$ cat src/rtl/xbus_pkg.sv
`timescale 1ns/1ps
package xbus_pkg;

    localparam int unsigned AW     = 16;
    localparam int unsigned DW     = 24;
    localparam int unsigned WSW    = 4;
    localparam int unsigned NSPACE = 4;
    localparam int unsigned SPW    = $clog2(NSPACE);
    localparam int unsigned BCR_W  = NSPACE * WSW + NSPACE;

    typedef enum logic [SPW-1:0] {
        SP_PROG = 2'd0,
        SP_XDAT = 2'd1,
        SP_YDAT = 2'd2,
        SP_IO   = 2'd3
    } space_e;

    typedef enum logic [1:0] {
        RT_EXT    = 2'd0,
        RT_PERIPH = 2'd1,
        RT_ROM    = 2'd2
    } route_e;

    typedef enum logic [1:0] {
        ST_IDLE  = 2'd0,
        ST_FIXED = 2'd1,
        ST_HAND  = 2'd2,
        ST_INT   = 2'd3
    } phase_e;

    typedef struct packed {
        space_e          space;
        logic            write;
        logic [AW-1:0]   addr;
        logic [DW-1:0]   data;
    } access_t;

    typedef struct packed {
        logic ps_n;
        logic xsel;
    } kind_t;

    // Levels of the two type outputs for a given space.
    function automatic kind_t space_kind(space_e s);
        kind_t k;
        k.ps_n = (s != SP_PROG);
        k.xsel = (s != SP_YDAT);
        return k;
    endfunction

endpackage

$ cat src/rtl/xbus_sync.sv
`timescale 1ns/1ps
module xbus_sync #(
    parameter int unsigned STAGES  = 2,
    parameter logic        RST_VAL = 1'b1
) (
    input  logic clk,
    input  logic rst,
    input  logic d,
    output logic q
);
    logic [STAGES-1:0] sh;

    generate
        if (STAGES == 1) begin : g_one
            always_ff @(posedge clk) begin
                if (rst) sh <= RST_VAL;
                else     sh <= d;
            end
        end else begin : g_chain
            always_ff @(posedge clk) begin
                if (rst) sh <= {STAGES{RST_VAL}};
                else     sh <= {sh[STAGES-2:0], d};
            end
        end
    endgenerate

    assign q = sh[STAGES-1];
endmodule

$ cat src/rtl/xbus_cfg.sv
`timescale 1ns/1ps
module xbus_cfg
    import xbus_pkg::*;
#(
    parameter logic [WSW-1:0] WS_RESET = '1
) (
    input  logic                         clk,
    input  logic                         rst,
    input  logic                         pin0,
    input  logic                         pin1,
    input  logic                         bcr_we,
    input  logic [BCR_W-1:0]             bcr_wdata,
    output logic                         sel0,
    output logic                         sel1,
    output logic [NSPACE-1:0][WSW-1:0]   ws,
    output logic [NSPACE-1:0]            hs_en
);

    // Map selection bits track their pins only while reset is held.
    always_ff @(posedge clk) begin
        if (rst) begin
            sel0 <= pin0;
            sel1 <= pin1;
        end
    end

    // Bus control register: one wait field and one handshake bit per space.
    always_ff @(posedge clk) begin
        if (rst) begin
            for (int i = 0; i < NSPACE; i++) begin
                ws[i]    <= WS_RESET;
                hs_en[i] <= 1'b0;
            end
        end else if (bcr_we) begin
            for (int i = 0; i < NSPACE; i++) begin
                ws[i]    <= bcr_wdata[i*WSW +: WSW];
                hs_en[i] <= bcr_wdata[NSPACE*WSW + i];
            end
        end
    end

    assert_map_hold_R2: assert property (@(posedge clk) disable iff (rst)
        !$past(rst) |-> ($stable(sel0) && $stable(sel1)));

    assert_bcr_hold_R11: assert property (@(posedge clk) disable iff (rst)
        !bcr_we |=> ($stable(ws) && $stable(hs_en)));

endmodule

$ cat src/rtl/xbus_decode.sv
`timescale 1ns/1ps
module xbus_decode
    import xbus_pkg::*;
#(
    parameter logic [AW-1:0] PERIPH_LO = 16'hFFC0,
    parameter logic [AW-1:0] ROM_LO    = 16'h0100,
    parameter logic [AW-1:0] ROM_HI    = 16'h01FF
) (
    input  space_e                       space,
    input  logic [AW-1:0]                addr,
    input  logic                         rom_en,
    input  logic [NSPACE-1:0][WSW-1:0]   ws,
    input  logic [NSPACE-1:0]            hs_en,
    output route_e                       route,
    output logic [WSW-1:0]               wcount,
    output logic                         use_hs
);
    logic periph_hit;
    logic rom_hit;

    // Peripheral window runs up to the top of the X space.
    assign periph_hit = (space == SP_XDAT) && (addr >= PERIPH_LO);
    assign rom_hit    = rom_en && ((space == SP_XDAT) || (space == SP_YDAT))
                        && (addr >= ROM_LO) && (addr <= ROM_HI);

    always_comb begin
        if (periph_hit)   route = RT_PERIPH;
        else if (rom_hit) route = RT_ROM;
        else              route = RT_EXT;
    end

    assign wcount = ws[space];
    assign use_hs = hs_en[space];
endmodule

$ cat src/rtl/xbus_seq.sv
`timescale 1ns/1ps
module xbus_seq
    import xbus_pkg::*;
#(
    parameter int unsigned SYNC_STAGES = 2
) (
    input  logic             clk,
    input  logic             rst,
    input  logic             req_valid,
    input  access_t          req,
    input  route_e           route,
    input  logic [WSW-1:0]   wcount,
    input  logic             use_hs,
    input  logic             wt_ready,
    input  logic [DW-1:0]    ext_din,
    input  logic [DW-1:0]    int_rdata,
    output logic             busy,
    output logic             done,
    output logic [DW-1:0]    rdata,
    output logic [AW-1:0]    ext_addr,
    output logic [DW-1:0]    ext_dout,
    output logic             ext_doe,
    output logic             ext_rd_n,
    output logic             ext_wr_n,
    output logic             ext_ps_n,
    output logic             ext_xy,
    output logic             ext_bs_n,
    output logic             int_sel,
    output logic             int_rom,
    output logic             int_we,
    output logic [AW-1:0]    int_addr,
    output logic [DW-1:0]    int_wdata
);
    localparam int unsigned AGE_W = $clog2(SYNC_STAGES + 1);
    localparam logic [AGE_W-1:0] AGE_FULL = AGE_W'(SYNC_STAGES);

    phase_e           st;
    access_t          cur;
    logic [WSW-1:0]   cnt;
    logic [AGE_W-1:0] age;
    logic             cur_rom;
    logic             ext_active;
    kind_t            kind;

    always_ff @(posedge clk) begin
        if (rst) begin
            st      <= ST_IDLE;
            cur     <= '0;
            cnt     <= '0;
            age     <= '0;
            cur_rom <= 1'b0;
            done    <= 1'b0;
            rdata   <= '0;
        end else begin
            done <= 1'b0;
            unique case (st)
                ST_IDLE: begin
                    if (req_valid) begin
                        cur     <= req;
                        cnt     <= wcount;
                        age     <= '0;
                        cur_rom <= (route == RT_ROM);
                        if (route != RT_EXT) st <= ST_INT;
                        else if (use_hs)     st <= ST_HAND;
                        else                 st <= ST_FIXED;
                    end
                end
                ST_FIXED: begin
                    if (cnt == '0) begin
                        st   <= ST_IDLE;
                        done <= 1'b1;
                        if (!cur.write) rdata <= ext_din;
                    end else begin
                        cnt <= cnt - 1'b1;
                    end
                end
                ST_HAND: begin
                    // The synchronizer output must hold a sample taken after the strobe.
                    if ((age == AGE_FULL) && wt_ready) begin
                        st   <= ST_IDLE;
                        done <= 1'b1;
                        if (!cur.write) rdata <= ext_din;
                    end else if (age != AGE_FULL) begin
                        age <= age + 1'b1;
                    end
                end
                ST_INT: begin
                    st   <= ST_IDLE;
                    done <= 1'b1;
                    if (!cur.write) rdata <= int_rdata;
                end
                default: st <= ST_IDLE;
            endcase
        end
    end

    assign ext_active = (st == ST_FIXED) || (st == ST_HAND);
    assign kind       = space_kind(cur.space);

    assign busy      = (st != ST_IDLE);
    assign ext_addr  = cur.addr;
    assign ext_dout  = cur.data;
    assign ext_doe   = ext_active && cur.write;
    assign ext_rd_n  = !(ext_active && !cur.write);
    assign ext_wr_n  = !(ext_active && cur.write);
    assign ext_bs_n  = (st != ST_HAND);
    assign ext_ps_n  = ext_active ? kind.ps_n : 1'b1;
    assign ext_xy    = ext_active ? kind.xsel : 1'b1;
    assign int_sel   = (st == ST_INT);
    assign int_rom   = int_sel && cur_rom;
    assign int_we    = int_sel && cur.write;
    assign int_addr  = cur.addr;
    assign int_wdata = cur.data;

    assert_done_follows_busy_R5: assert property (@(posedge clk) disable iff (rst)
        done |-> $past(busy));

    assert_bus_stable_R10: assert property (@(posedge clk) disable iff (rst)
        (busy && $past(busy)) |-> ($stable(ext_addr) && $stable(ext_ps_n) && $stable(ext_xy)));

    assert_single_strobe_R6: assert property (@(posedge clk) disable iff (rst)
        $onehot0({!ext_rd_n, !ext_wr_n, int_sel}));

    assert_bs_with_strobe_R7: assert property (@(posedge clk) disable iff (rst)
        !ext_bs_n |-> (!ext_rd_n || !ext_wr_n));

    assert_internal_quiet_R8: assert property (@(posedge clk) disable iff (rst)
        int_sel |-> (ext_rd_n && ext_wr_n && ext_bs_n && !ext_doe));

    assert_strobe_only_busy_R5: assert property (@(posedge clk) disable iff (rst)
        (!ext_rd_n || !ext_wr_n) |-> busy);

endmodule

$ cat src/rtl/xbus_port.sv
`timescale 1ns/1ps
module xbus_port
    import xbus_pkg::*;
#(
    parameter logic [AW-1:0]  PERIPH_LO   = 16'hFFC0,
    parameter logic [AW-1:0]  ROM_LO      = 16'h0100,
    parameter logic [AW-1:0]  ROM_HI      = 16'h01FF,
    parameter logic [WSW-1:0] WS_RESET    = 4'hF,
    parameter int unsigned    SYNC_STAGES = 2
) (
    input  logic              clk,
    input  logic              rst,
    input  logic              cfg_pin0,
    input  logic              cfg_pin1,
    output logic              map_sel0,
    output logic              map_sel1,
    input  logic              rom_en,
    input  logic              bcr_we,
    input  logic [BCR_W-1:0]  bcr_wdata,
    input  logic              req_valid,
    input  logic [SPW-1:0]    req_space,
    input  logic              req_write,
    input  logic [AW-1:0]     req_addr,
    input  logic [DW-1:0]     req_wdata,
    output logic              busy,
    output logic              done,
    output logic [DW-1:0]     rdata,
    output logic [AW-1:0]     ext_addr,
    output logic [DW-1:0]     ext_dout,
    output logic              ext_doe,
    input  logic [DW-1:0]     ext_din,
    output logic              ext_rd_n,
    output logic              ext_wr_n,
    output logic              ext_ps_n,
    output logic              ext_xy,
    output logic              ext_bs_n,
    input  logic              ext_wt_n,
    output logic              int_sel,
    output logic              int_rom,
    output logic              int_we,
    output logic [AW-1:0]     int_addr,
    output logic [DW-1:0]     int_wdata,
    input  logic [DW-1:0]     int_rdata
);
    logic [NSPACE-1:0][WSW-1:0] ws;
    logic [NSPACE-1:0]          hs_en;
    access_t                    req_s;
    route_e                     route;
    logic [WSW-1:0]             wcount;
    logic                       use_hs;
    logic                       wt_ready;

    assign req_s.space = space_e'(req_space);
    assign req_s.write = req_write;
    assign req_s.addr  = req_addr;
    assign req_s.data  = req_wdata;

    xbus_cfg #(.WS_RESET(WS_RESET)) u_cfg (
        .clk       (clk),
        .rst       (rst),
        .pin0      (cfg_pin0),
        .pin1      (cfg_pin1),
        .bcr_we    (bcr_we),
        .bcr_wdata (bcr_wdata),
        .sel0      (map_sel0),
        .sel1      (map_sel1),
        .ws        (ws),
        .hs_en     (hs_en)
    );

    xbus_decode #(
        .PERIPH_LO (PERIPH_LO),
        .ROM_LO    (ROM_LO),
        .ROM_HI    (ROM_HI)
    ) u_dec (
        .space  (req_s.space),
        .addr   (req_s.addr),
        .rom_en (rom_en),
        .ws     (ws),
        .hs_en  (hs_en),
        .route  (route),
        .wcount (wcount),
        .use_hs (use_hs)
    );

    xbus_sync #(.STAGES(SYNC_STAGES), .RST_VAL(1'b1)) u_wsync (
        .clk (clk),
        .rst (rst),
        .d   (ext_wt_n),
        .q   (wt_ready)
    );

    xbus_seq #(.SYNC_STAGES(SYNC_STAGES)) u_seq (
        .clk       (clk),
        .rst       (rst),
        .req_valid (req_valid),
        .req       (req_s),
        .route     (route),
        .wcount    (wcount),
        .use_hs    (use_hs),
        .wt_ready  (wt_ready),
        .ext_din   (ext_din),
        .int_rdata (int_rdata),
        .busy      (busy),
        .done      (done),
        .rdata     (rdata),
        .ext_addr  (ext_addr),
        .ext_dout  (ext_dout),
        .ext_doe   (ext_doe),
        .ext_rd_n  (ext_rd_n),
        .ext_wr_n  (ext_wr_n),
        .ext_ps_n  (ext_ps_n),
        .ext_xy    (ext_xy),
        .ext_bs_n  (ext_bs_n),
        .int_sel   (int_sel),
        .int_rom   (int_rom),
        .int_we    (int_we),
        .int_addr  (int_addr),
        .int_wdata (int_wdata)
    );

endmodule

$ cat config.mk
export PLATFORM = sky130hd
export DESIGN_NAME = xbus_port
export DESIGN_NICKNAME = d
export VERILOG_FILES = /design/src/rtl/xbus_pkg.sv /design/src/rtl/xbus_sync.sv /design/src/rtl/xbus_cfg.sv /design/src/rtl/xbus_decode.sv /design/src/rtl/xbus_seq.sv /design/src/rtl/xbus_port.sv
export SDC_FILE = /design/constraint.sdc
export NUM_CORES = 1
export LEC_CHECK = 0
export ABC_AREA = 1
export ABC_CLOCK_PERIOD_IN_PS = 1300
export CAP_MARGIN = 30
export CORE_UTILIZATION = 37
export DETAILED_ROUTE_END_ITERATION = 7
export HOLD_SLACK_MARGIN = 0.02
export PLACE_DENSITY = 0.77
export SETUP_SLACK_MARGIN = 0.15
export SYNTH_ARGS = -nofsm -noshare
export SYNTH_HDL_FRONTEND = slang
export SYNTH_SLANG_ARGS = --single-unit
$ cat constraint.sdc
create_clock -name clk -period 1.3 [get_ports clk]
set_input_delay 0.13 -clock clk [delete_from_list [all_inputs] [get_ports clk]]
set_output_delay 0.13 -clock clk [all_outputs]
set_load 0.05 [all_outputs]
=== Word level (Yosys, flattened, before mapping) ===
Cells that the tools add are included.

* $add $sub $neg: 2
* Equality and inequality tests: 17
* $lt $le $gt $ge: 4
* Mux-type cells: 29
* Reduce and logical (&&, ||, !) cells: 27

{| class="wikitable"
|+ Operator list
! cell !! number
|-
| $mux W24 || 4
|-
| $pmux W24 S3 || 1
|-
| $mux W2 || 10
|-
| $ge A16 B16 Y1 const B || 1
|-
| $ge A16 B9 Y1 const B || 1
|-
| $le A16 B9 Y1 const B || 1
|-
| $ne A2 B2 Y1 const B || 7
|-
| $mux W4 || 3
|-
| $eq A2 B2 Y1 const B || 5
|-
| $reduce_bool A2 Y1 || 5
|-
| $logic_and A1 B1 Y1 || 9
|-
| $bmux W4 S2 || 1
|-
| $pmux W2 S4 || 1
|-
| $pmux W4 S2 || 1
|-
| $reduce_and A4 Y1 || 2
|-
| $ne A2 B1 Y1 const B || 3
|-
| $reduce_and A3 Y1 || 2
|-
| $mux W1 || 5
|-
| $eq A2 B1 Y1 const B || 2
|-
| $logic_not A4 Y1 || 1
|-
| $pmux W2 S2 || 1
|-
| $sub A4 B1 Y4 const B || 1
|-
| $logic_not A1 Y1 || 3
|-
| $lt A2 B3 Y1 const B || 1
|-
| 7 further kinds || 8
|}

* Input port bits: 119
* Flip-flop bits (word level): 101
* Output and inout bits: 117

=== Depth between registers and ports, before layout ===
Gate-level depths: netlist of the first run.

* Depth after elaboration: 11
* Gate-level depth with buffers: 10

=== Cells and area by module ===
A second synthesis of the first run with hierarchy kept.

* Cells, all modules: 794
* Area total of the unflattened synthesis: 5337.6 um^2

{| class="wikitable"
|+ By module, submodules not included
! module !! sequential area each (um^2) !! cells each !! instances !! area an instance (um^2)
|-
| xbus_seq || 1541.5 || 612 || 1 || 4124.0
|-
| xbus_cfg || 460.4 || 98 || 1 || 827.0
|-
| xbus_decode || 0.0 || 77 || 1 || 327.8
|-
| xbus_sync || 40.0 || 7 || 1 || 58.8
|}

=== Worst setup path after synthesis of the first run ===
No wires, ideal clock.

* Kind: reg2out
* Start: register u_seq.st[0]
* End: output port int_we
* Stages on the path, launching flop included: 6
* Data arrival time: 1.658 ns
* Path buffers: 2
* Setup slack: -0.488 ns
* Cells stage by stage: dfxtp_1 ha_1 buf_2 buf_2 nand2_1 inv_1

* Longest elaborated chain between the ends: 2

{| class="wikitable"
|+ Ends and longest elaborated chain
! item !! line !! text
|-
| start: declaration || xbus_seq.sv:37 || <nowiki>phase_e st;</nowiki>
|-
| start signal: assignment || xbus_seq.sv:47 || <nowiki>st <= ST_IDLE;</nowiki>
|-
| start signal: assignment || xbus_seq.sv:63 || <nowiki>if (route != RT_EXT) st <= ST_INT;</nowiki>
|-
| start signal: assignment || xbus_seq.sv:64 || <nowiki>else if (use_hs) st <= ST_HAND;</nowiki>
|-
| $eq A2 B2 Y1 || xbus_seq.sv:109 || <nowiki>assign int_sel = (st == ST_INT);</nowiki>
|-
| net int_sel || xbus_port.sv:38 || <nowiki>output logic int_sel,</nowiki>
|-
| $logic_and A1 B1 Y1 || xbus_seq.sv:111 || <nowiki>assign int_we = int_sel && cur.write;</nowiki>
|-
| end: declaration || xbus_port.sv:40 || <nowiki>output logic int_we,</nowiki>
|}

The timed path passes the listed nets, and every way through them passes these cells.

=== Final worst setup path of the first run ===
* Start: register u_seq.age[0]
* End: register u_seq.rdata[22]

* Longest elaborated chain between the ends: 4

{| class="wikitable"
|+ Ends and longest elaborated chain
! item !! line !! text
|-
| start: declaration || xbus_seq.sv:40 || <nowiki>logic [AGE_W-1:0] age;</nowiki>
|-
| start signal: assignment || xbus_seq.sv:84 || <nowiki>age <= age + 1'b1;</nowiki>
|-
| $eq A2 B2 Y1 || xbus_seq.sv:79 || <nowiki>if ((age == AGE_FULL) && wt_ready) begin</nowiki>
|-
| $logic_and A1 B1 Y1 || xbus_seq.sv:79 ||
|-
| $ne A2 B1 Y1 (no line) || n/a ||
|-
| $reduce_and A4 Y1 (no line) || n/a ||
|-
| end signal: assignment || xbus_seq.sv:72 || <nowiki>if (!cur.write) rdata <= ext_din;</nowiki>
|-
| end signal: assignment || xbus_seq.sv:82 || <nowiki>if (!cur.write) rdata <= ext_din;</nowiki>
|-
| end signal: assignment || xbus_seq.sv:90 || <nowiki>if (!cur.write) rdata <= int_rdata;</nowiki>
|-
| end: declaration || xbus_seq.sv:19 || <nowiki>output logic [DW-1:0] rdata,</nowiki>
|}

No other way between the ends.
A chain may end at the register's enable or synchronous reset.

==> impl_table.tex, run 1 <==
\begin{tabular}{lr}
\hline
Metric & Value \\
\hline
\multicolumn{2}{l}{\textbf{Outcome}} \\
Outcome & finished, violations left \\
Violations in the final reports & negative setup slack \\
\multicolumn{2}{l}{\textbf{Synthesis}} \\
Cells after synthesis & 699 \\
Post-synthesis area per instance & 7.08 um2 \\
Fraction of synthesized cell area taken by the top area cell type & 0.401 \\
Seq/Total Area, Yosys & 0.413 \\
Cell area after synthesis & 4950 um2 \\
Number of synthesized register bits & 101 \\
Cells taking the most area after synthesis & sky130\_fd\_sc\_hd\_\_dfxtp\_1 40\%, sky130\_fd\_sc\_hd\_\_buf\_4 13\%, sky130\_fd\_sc\_hd\_\_nand2\_1 11\% \\
Distinct cells, synth & 24 \\
Yosys warnings & 0 \\
Net count of the mapped netlist & 826 \\
Cell type with the largest total area after synthesis & sky130\_fd\_sc\_hd\_\_dfxtp\_1 \\
\multicolumn{2}{l}{\textbf{Global routing}} \\
Leftover overflow at the end of global routing & 0 \\
First-pass GRT wire length & 29700 um \\
Number of antenna violations at the first check in global routing & 0 \\
Largest net degree at the start of global routing & 49 \\
Global-route usage over all layers & 0.274 \\
Number of global-route vias before repair & 5313 \\
\multicolumn{2}{l}{\textbf{Place}} \\
Weighted congestion reported at the end of routability-driven placement & 0.825 \\
Count of buffers inserted at the top-level ports & 235 \\
HPWL after DPL & 11800 um \\
Instance area after placement & 8330 um2 \\
\multicolumn{2}{l}{\textbf{Clocking}} \\
Clock tree sinks & 101 \\
H-tree levels & 3 \\
Buffers from clock root to sink, at most & 2 \\
Clock root buffer & sky130\_fd\_sc\_hd\_\_clkbuf\_16 \\
Clk Latency, worst-skew pair & 360 ps \\
CTS tree & done \\
Clock buffer count from CTS & 9 \\
Clock Pin Slew Worst Setup and Hold Paths & 70 ps \\
\multicolumn{2}{l}{\textbf{Timing}} \\
Total of endpoints with negative setup slack in the final report & 87 \\
Final hold violations & 0 \\
Worst slew margin relative to its limit & 0.780 \\
Crit path setup slack, layout & -314 ps \\
Hold Slack & 331 ps \\
Transition time at the pin with the least slew margin & 329 ps \\
Final critical-path share of the clock period & 1.24 \\
Worst clock skew & 7.98 ps \\
Post-Route Setup TNS & -16420 ps \\
Tmin final & 1610 ps \\
Fin. max-slew vios & 0 \\
Peak clock frequency supported by timing & 620 MHz \\
RSZ-0062 raised after global routing & yes \\
\multicolumn{2}{l}{\textbf{Layout}} \\
Sequential cell area & 2100 um2 \\
Area of combinational cells with multiple inputs & 2860 um2 \\
Fin nets & 1022 \\
Most used cells in the layout excluding fill and tap cells & 140 x sky130\_fd\_sc\_hd\_\_nand2\_1, 131 x sky130\_fd\_sc\_hd\_\_buf\_12, 118 x sky130\_fd\_sc\_hd\_\_clkdlybuf4s50\_1 \\
Most common library cell in the layout ignoring fill and taps & sky130\_fd\_sc\_hd\_\_nand2\_1 \\
Area of all placed cells without fillers & 10200 um2 \\
Synth-to-Final Area Change & 106\% \\
Fill cells & 642 \\
Fraction of final layout cells sized beyond drive strength 1 & 0.459 \\
Number of antenna repair diodes & 0 \\
\multicolumn{2}{l}{\textbf{Pwr}} \\
Net switching power of the design & 9.59 mW \\
Share of power burned in registers & 0.235 \\
Share of power burned in the clock network & 0.129 \\
Power density normalized to cell area & 2110 nW/um2 \\
Leakage dissipation & 4.14 nW \\
Total Power Consumption & 21.5 mW \\
Gate power share & 0.636 \\
Worst vdd rail ir drop & 0.000990 V \\
Internal power contribution & 11.9 mW \\
Switching share of total power & 0.447 \\
\multicolumn{2}{l}{\textbf{Setup path}} \\
Kind of end point of the critical path & flip-flop \\
Worst R2R Setup Slack & -310 ps \\
Most Frequent Cell on Critical Path & sky130\_fd\_sc\_hd\_\_nand2\_1 \\
Launching element type of the critical path & flip-flop \\
Largest incremental delay on the critical path & 330 ps \\
Startpoint-to-endpoint class of the critical path & reg2reg \\
Arrival @ worst endpoint & 1900 ps \\
Crit-path max FO & 6 \\
Critical path cell sequence & inv\_1, ha\_1, nand2\_1, nand2\_1, nand3\_4, buf\_12, clkbuf\_16, a21oi\_2 \\
Slowest stage cell on the critical path & sky130\_fd\_sc\_hd\_\_dfxtp\_1 \\
Worst EP required & 1590 ps \\
\multicolumn{2}{l}{\textbf{Route}} \\
Total detailed-routing wirelength & 23100 um \\
M1 WL & 8630 um \\
Via-to-Cell Ratio & 5.22 \\
Antenna viol nets, final & 0 \\
Count of routing violations after the opening detailed-route iteration & 440 \\
Topmost layer with routed signal wires & met4 \\
Overall via count from detail\_route & 5592 \\
DRC violation count after routing & 0 \\
Wire length on met2 & 11900 um \\
Met3 wire len & 1370 um \\
Drt first pass iters & 5 \\
Per-cell routed wire length & 21.5 um \\
\multicolumn{2}{l}{\textbf{Floorplan}} \\
Height of the die & 118 um \\
Die W & 118 um \\
Number of I/O pins & 236 \\
Starting utilization of the core area & 0.386 \\
Placeable Area & 12800 um2 \\
Std-Cell Rows & 41 \\
Overall die area & 13800 um2 \\
\multicolumn{2}{l}{\textbf{Min path}} \\
Hold Crit Class & in2reg \\
\multicolumn{2}{l}{\textbf{Run}} \\
Number of violations of the max-capacitance limit & 0 \\
\hline
\end{tabular}
-- what timing repair did --
item | CTS | global route
setup endpoints to repair | 89 | 158
cloned | 7 | 6
buffers inserted | 14 | 2
hold buffers | 0 | 0
resized for setup | 188 | 175
pin swaps | 19 | 45
-- metal layers --
metal  vias up  track usage
met2       315        0.510
met1      2662        0.293
met3        93       0.0615
met4         0        0.119
met5         -            0
li1       2522            -
-- worst max-delay path: cells and delay by family (launching register included) --
family	cells	cell delay, ps
buf+inv	3	470
simple gates	3	390
flops	1	330
fa+ha+maj	1	200
compound gates	1	150
-- synthesized netlist by cell type --
cell and n:
sky130_fd_sc_hd__nand2_1 145, sky130_fd_sc_hd__nor2_1 101, sky130_fd_sc_hd__dfxtp_1 99, sky130_fd_sc_hd__o21ai_0 86, sky130_fd_sc_hd__buf_4 83, sky130_fd_sc_hd__inv_1 55, sky130_fd_sc_hd__a21oi_1 46, sky130_fd_sc_hd__nand3_1 28
sky130_fd_sc_hd__clkbuf_1 16, sky130_fd_sc_hd__buf_2 12, sky130_fd_sc_hd__ha_1 8, sky130_fd_sc_hd__buf_6 3, sky130_fd_sc_hd__or2_2 3, sky130_fd_sc_hd__edfxtp_1 2, sky130_fd_sc_hd__inv_2 2, sky130_fd_sc_hd__o211ai_1 2
sky130_fd_sc_hd__a311oi_1 1, sky130_fd_sc_hd__a31oi_1 1, sky130_fd_sc_hd__clkinv_1 1, sky130_fd_sc_hd__nand2_2 1, sky130_fd_sc_hd__nand3_2 1, sky130_fd_sc_hd__nand3b_1 1, sky130_fd_sc_hd__nor2_2 1, sky130_fd_sc_hd__xnor2_1 1
-- layout make-up --
| type | instances | area share |
|---|---|---|
| repair buffers | 299 | 0.437 |
| multi-input cells | 426 | 0.281 |
| flip-flops and latches | 101 | 0.206 |
| inverters | 58 | 0.0255 |
| clock buffers | 12 | 0.0242 |
| well taps | 172 | 0.0212 |
| clock inverters | 4 | 0.00467 |
-- state kept, by name, summed over array words and instances, names as in the netlist --
| register | flops |
|---|---|
| u_cfg.sel1 | 1 |
| u_wsync.sh | 2 |
| u_seq.done | 1 |
| u_seq.cur_rom | 1 |
| u_cfg.ws | 16 |
| u_cfg.hs_en | 4 |
| u_seq.age | 2 |
| u_seq.rdata | 24 |
| u_cfg.sel0 | 1 |
| u_seq.st | 2 |
| u_seq.ext_addr | 16 |
| u_seq.cnt | 4 |
| u_seq.ext_dout | 24 |
| u_seq.cur | 3 |
-- worst paths after layout --
kind	startpoint	endpoint	cells after the start
worst max-delay path	u_seq.age[0]	u_seq.rdata[22]	8
worst min-delay path	ext_wt_n	u_wsync.sh[0]	2
worst max register to register	u_seq.age[0]	u_seq.rdata[22]	8
worst min register to register	u_wsync.sh[0]	u_wsync.sh[1]	1
-- per-stage QoR --
| step | instances | worst slack (ps) | util |
|---|---|---|---|
| finish | 1072 | -314 | 0.793 |
| global route | 1072 | -365 | 0.793 |
| CTS | 1064 | -238 | 0.737 |
| detailed placement | 1027 | -288 | 0.650 |
| global placement | 1027 | -275 | 0.650 |
| floorplan | 699 | -199 | - |
-- cell families (layout without fill, tap and decap cells) --
| family | count (synthesis) | after routing | synth area share |
|---|---|---|---|
| compound gates | 136 | 136 | 0.140 |
| simple gates | 281 | 281 | 0.225 |
| flops | 101 | 101 | 0.413 |
| fa+ha+maj | 8 | 8 | 0.0202 |
| buf+inv | 172 | 373 | 0.201 |
| xor+xnor | 1 | 1 | 0.00177 |
-- power by group through the flow --
stage | combinational, mW | clock [mW] | sequential [mW]
2_1_floorplan | 4.94 | 0 | 5.35
3_3_place_gp | 9.81 | 0 | 4.78
3_5_place_dp | 9.97 | 0 | 4.83
4_1_cts | 11.7 | 2.76 | 4.84
5_1_grt | 14.0 | 2.94 | 5.11
6_report | 13.7 | 2.78 | 5.04
No activity file was read; power rests on OpenSTA's default activity.
==> inputs of run 2 (changes only) <==
--- a/config.mk
+++ b/config.mk
@@ -11,8 +11,9 @@
 export CORE_UTILIZATION = 37
 export DETAILED_ROUTE_END_ITERATION = 7
 export HOLD_SLACK_MARGIN = 0.02
-export PLACE_DENSITY = 0.77
+export PLACE_DENSITY = 0.83
 export SETUP_SLACK_MARGIN = 0.15
+export SLEW_MARGIN = 10
 export SYNTH_ARGS = -nofsm -noshare
 export SYNTH_HDL_FRONTEND = slang
 export SYNTH_SLANG_ARGS = --single-unit
==> run 2 against run 1 <==
The run still ends with negative setup slack left. Register-to-register slack better by 70 ps. Fmax up 2.6%. Die area unchanged. Global-route usage down 1.3 points. Clock skew down 2.2 ps. Largest power group unchanged. Critical path depth down 3.
==> impl_table.tex, run 2 (synthesized netlist as in run 1, its figures left out) <==
\begin{tabular}{lr}
\hline
Metric & Value \\
\hline
\multicolumn{2}{l}{\textbf{Outcome}} \\
Outcome & finished, violations left \\
Violations in the final reports & negative setup slack \\
\multicolumn{2}{l}{\textbf{Layout}} \\
Post-route core utilization & 0.783 \\
Fraction of final layout cells sized beyond drive strength 1 & 0.418 \\
Fin nets & 1040 \\
Most common library cell in the layout ignoring fill and taps & sky130\_fd\_sc\_hd\_\_nand2\_1 \\
Area of all placed cells without fillers & 10000 um2 \\
Synth-to-Final Area Change & 103\% \\
Most used cells in the layout excluding fill and tap cells & 138 x sky130\_fd\_sc\_hd\_\_nand2\_1, 131 x sky130\_fd\_sc\_hd\_\_buf\_12, 118 x sky130\_fd\_sc\_hd\_\_clkdlybuf4s50\_1 \\
Final instance count without filler cells & 1091 \\
\multicolumn{2}{l}{\textbf{Timing}} \\
Final hold violations & 0 \\
Tmin final & 1570 ps \\
RSZ-0062 raised after global routing & yes \\
Post-Route Setup TNS & -15180 ps \\
Worst slew margin relative to its limit & 0.822 \\
Crit path setup slack, layout & -272 ps \\
Hold Slack & 345 ps \\
Peak clock frequency supported by timing & 636 MHz \\
Final critical-path share of the clock period & 1.21 \\
Fin. max-slew vios & 0 \\
Total of endpoints with negative setup slack in the final report & 86 \\
Transition time at the pin with the least slew margin & 267 ps \\
Worst clock skew & 5.74 ps \\
\multicolumn{2}{l}{\textbf{Route}} \\
Per-cell routed wire length & 18.3 um \\
DRC violation count after routing & 0 \\
Drt first pass iters & 5 \\
Overall via count from detail\_route & 5421 \\
Total detailed-routing wirelength & 20000 um \\
Via-to-Cell Ratio & 4.97 \\
Count of routing violations after the opening detailed-route iteration & 419 \\
Antenna viol nets, final & 0 \\
\multicolumn{2}{l}{\textbf{Run}} \\
Number of violations of the max-capacitance limit & 0 \\
\multicolumn{2}{l}{\textbf{Place}} \\
Instance area after placement & 8430 um2 \\
Count of buffers inserted at the top-level ports & 235 \\
Placement Setup Slack & -311 ps \\
HPWL after DPL & 12100 um \\
Weighted congestion reported at the end of routability-driven placement & 0.851 \\
Cell total after placement & 1032 \\
\multicolumn{2}{l}{\textbf{Floorplan}} \\
Std-Cell Rows & 41 \\
Overall die area & 13800 um2 \\
Height of the die & 118 um \\
Die W & 118 um \\
Starting utilization of the core area & 0.386 \\
Placeable Area & 12800 um2 \\
Number of I/O pins & 236 \\
\multicolumn{2}{l}{\textbf{Clocking}} \\
Clock Pin Slew Worst Setup and Hold Paths & 70 ps \\
Clock tree sinks & 101 \\
Clock buffer count from CTS & 9 \\
Total of hold buffers inserted after clock tree synthesis & 0 \\
Clk Latency, worst-skew pair & 340 ps \\
CTS tree & done \\
H-tree levels & 3 \\
Clock root buffer & sky130\_fd\_sc\_hd\_\_clkbuf\_16 \\
Buffers from clock root to sink, at most & 2 \\
\multicolumn{2}{l}{\textbf{Setup path}} \\
Crit-path max FO & 4 \\
Kind of end point of the critical path & output pin \\
Critical path origin & u\_seq.st[0] \\
Launching element type of the critical path & flip-flop \\
Launch instance of the worst register-to-register path & u\_seq.st[1] \\
Startpoint-to-endpoint class of the critical path & reg2out \\
Worst EP required & 1170 ps \\
Arrival @ worst endpoint & 1440 ps \\
\multicolumn{2}{l}{\textbf{Pwr}} \\
Share of power burned in registers & 0.243 \\
Power density normalized to cell area & 2040 nW/um2 \\
Internal power contribution & 11.7 mW \\
Total Power Consumption & 20.5 mW \\
Share of power burned in the clock network & 0.128 \\
Leakage dissipation & 4.22 nW \\
Worst vdd rail ir drop & 0.00138 V \\
Switching share of total power & 0.430 \\
Net switching power of the design & 8.80 mW \\
Gate power share & 0.628 \\
\multicolumn{2}{l}{\textbf{Min path}} \\
Hold Crit Class & in2reg \\
Start point of the worst hold path & cfg\_pin1 \\
\multicolumn{2}{l}{\textbf{Global routing}} \\
Largest net degree at the start of global routing & 49 \\
Leftover overflow at the end of global routing & 0 \\
Number of global-route vias before repair & 5240 \\
First-pass GRT wire length & 28200 um \\
Global-route usage over all layers & 0.261 \\
Number of antenna violations at the first check in global routing & 1 \\
\hline
\end{tabular}
==> run 2: cell count changes in the layout (fill, tap and decap cells not counted), moves of 7 or more <==
cell                      delta
sky130_fd_sc_hd__a21oi_1    +27
sky130_fd_sc_hd__a21oi_2    -22
sky130_fd_sc_hd__buf_4      +11
sky130_fd_sc_hd__o21ai_4    -11
sky130_fd_sc_hd__o21ai_1     +8
sky130_fd_sc_hd__dfxtp_1     +7
sky130_fd_sc_hd__dfxtp_2     -7
sky130_fd_sc_hd__o21ai_0     +7
==> run 2: area by class of cell <==
class | instances | area, um2
antenna | 1 | 2.50
timing repair buffer | 317 | 4650
multi-input combinational | 426 | 2540
tap | 172 | 215
sequential | 101 | 2090
clock inverter | 5 | 52.6
clock buffer | 11 | 233
inverter | 58 | 251
fill | 728 | 2790
==> run 2: path summary, 6_finish.rpt <==
kind / slack, ps / cells after the start / to
setup reg to reg: -240 / 8 / u_seq.rdata[15]
hold / removal: 340 / 1 / u_cfg.sel1
setup / recovery: -270 / 5 / ext_ps_n
hold reg to reg: 430 / 1 / u_wsync.sh[1]
==> run 2: what timing repair did <==
action,in CTS,in global routing
pin swaps,40,14
setup buffers,23,4
setup endpoints to repair,91,135
gates resized for setup,183,103
gates cloned,10,5
==> run 2: critical path: stages (launching register included) <==
cell and delay (ps):
sky130_fd_sc_hd__dfxtp_4 380, sky130_fd_sc_hd__inv_4 60, sky130_fd_sc_hd__ha_4 330, sky130_fd_sc_hd__buf_4 140, sky130_fd_sc_hd__nand2_4 40, sky130_fd_sc_hd__buf_12 150
==> run 2: power groups by stage <==
stage	clock network [mW]	registers [mW]	logic, mW
after floorplan	0	5.35	4.94
after CTS	2.65	4.88	11.9
final	2.62	4.98	12.9
after global routing	2.80	5.06	13.3
after global placement	0	4.79	9.99
after detailed placement	0	4.85	10.2
==> run 2: layer usage <==
metal | wire [um] | part of all wire | GRT usage | up-vias
li1 | - | - | - | 2563
met3 | 1100 | 0.055 | 0.0538 | 52
met1 | 7350 | 0.37 | 0.273 | 2552
met4 | 712 | 0.036 | 0.0994 | 0
met2 | 10800 | 0.54 | 0.502 | 254
met5 | 0 | 0 | 0 | -
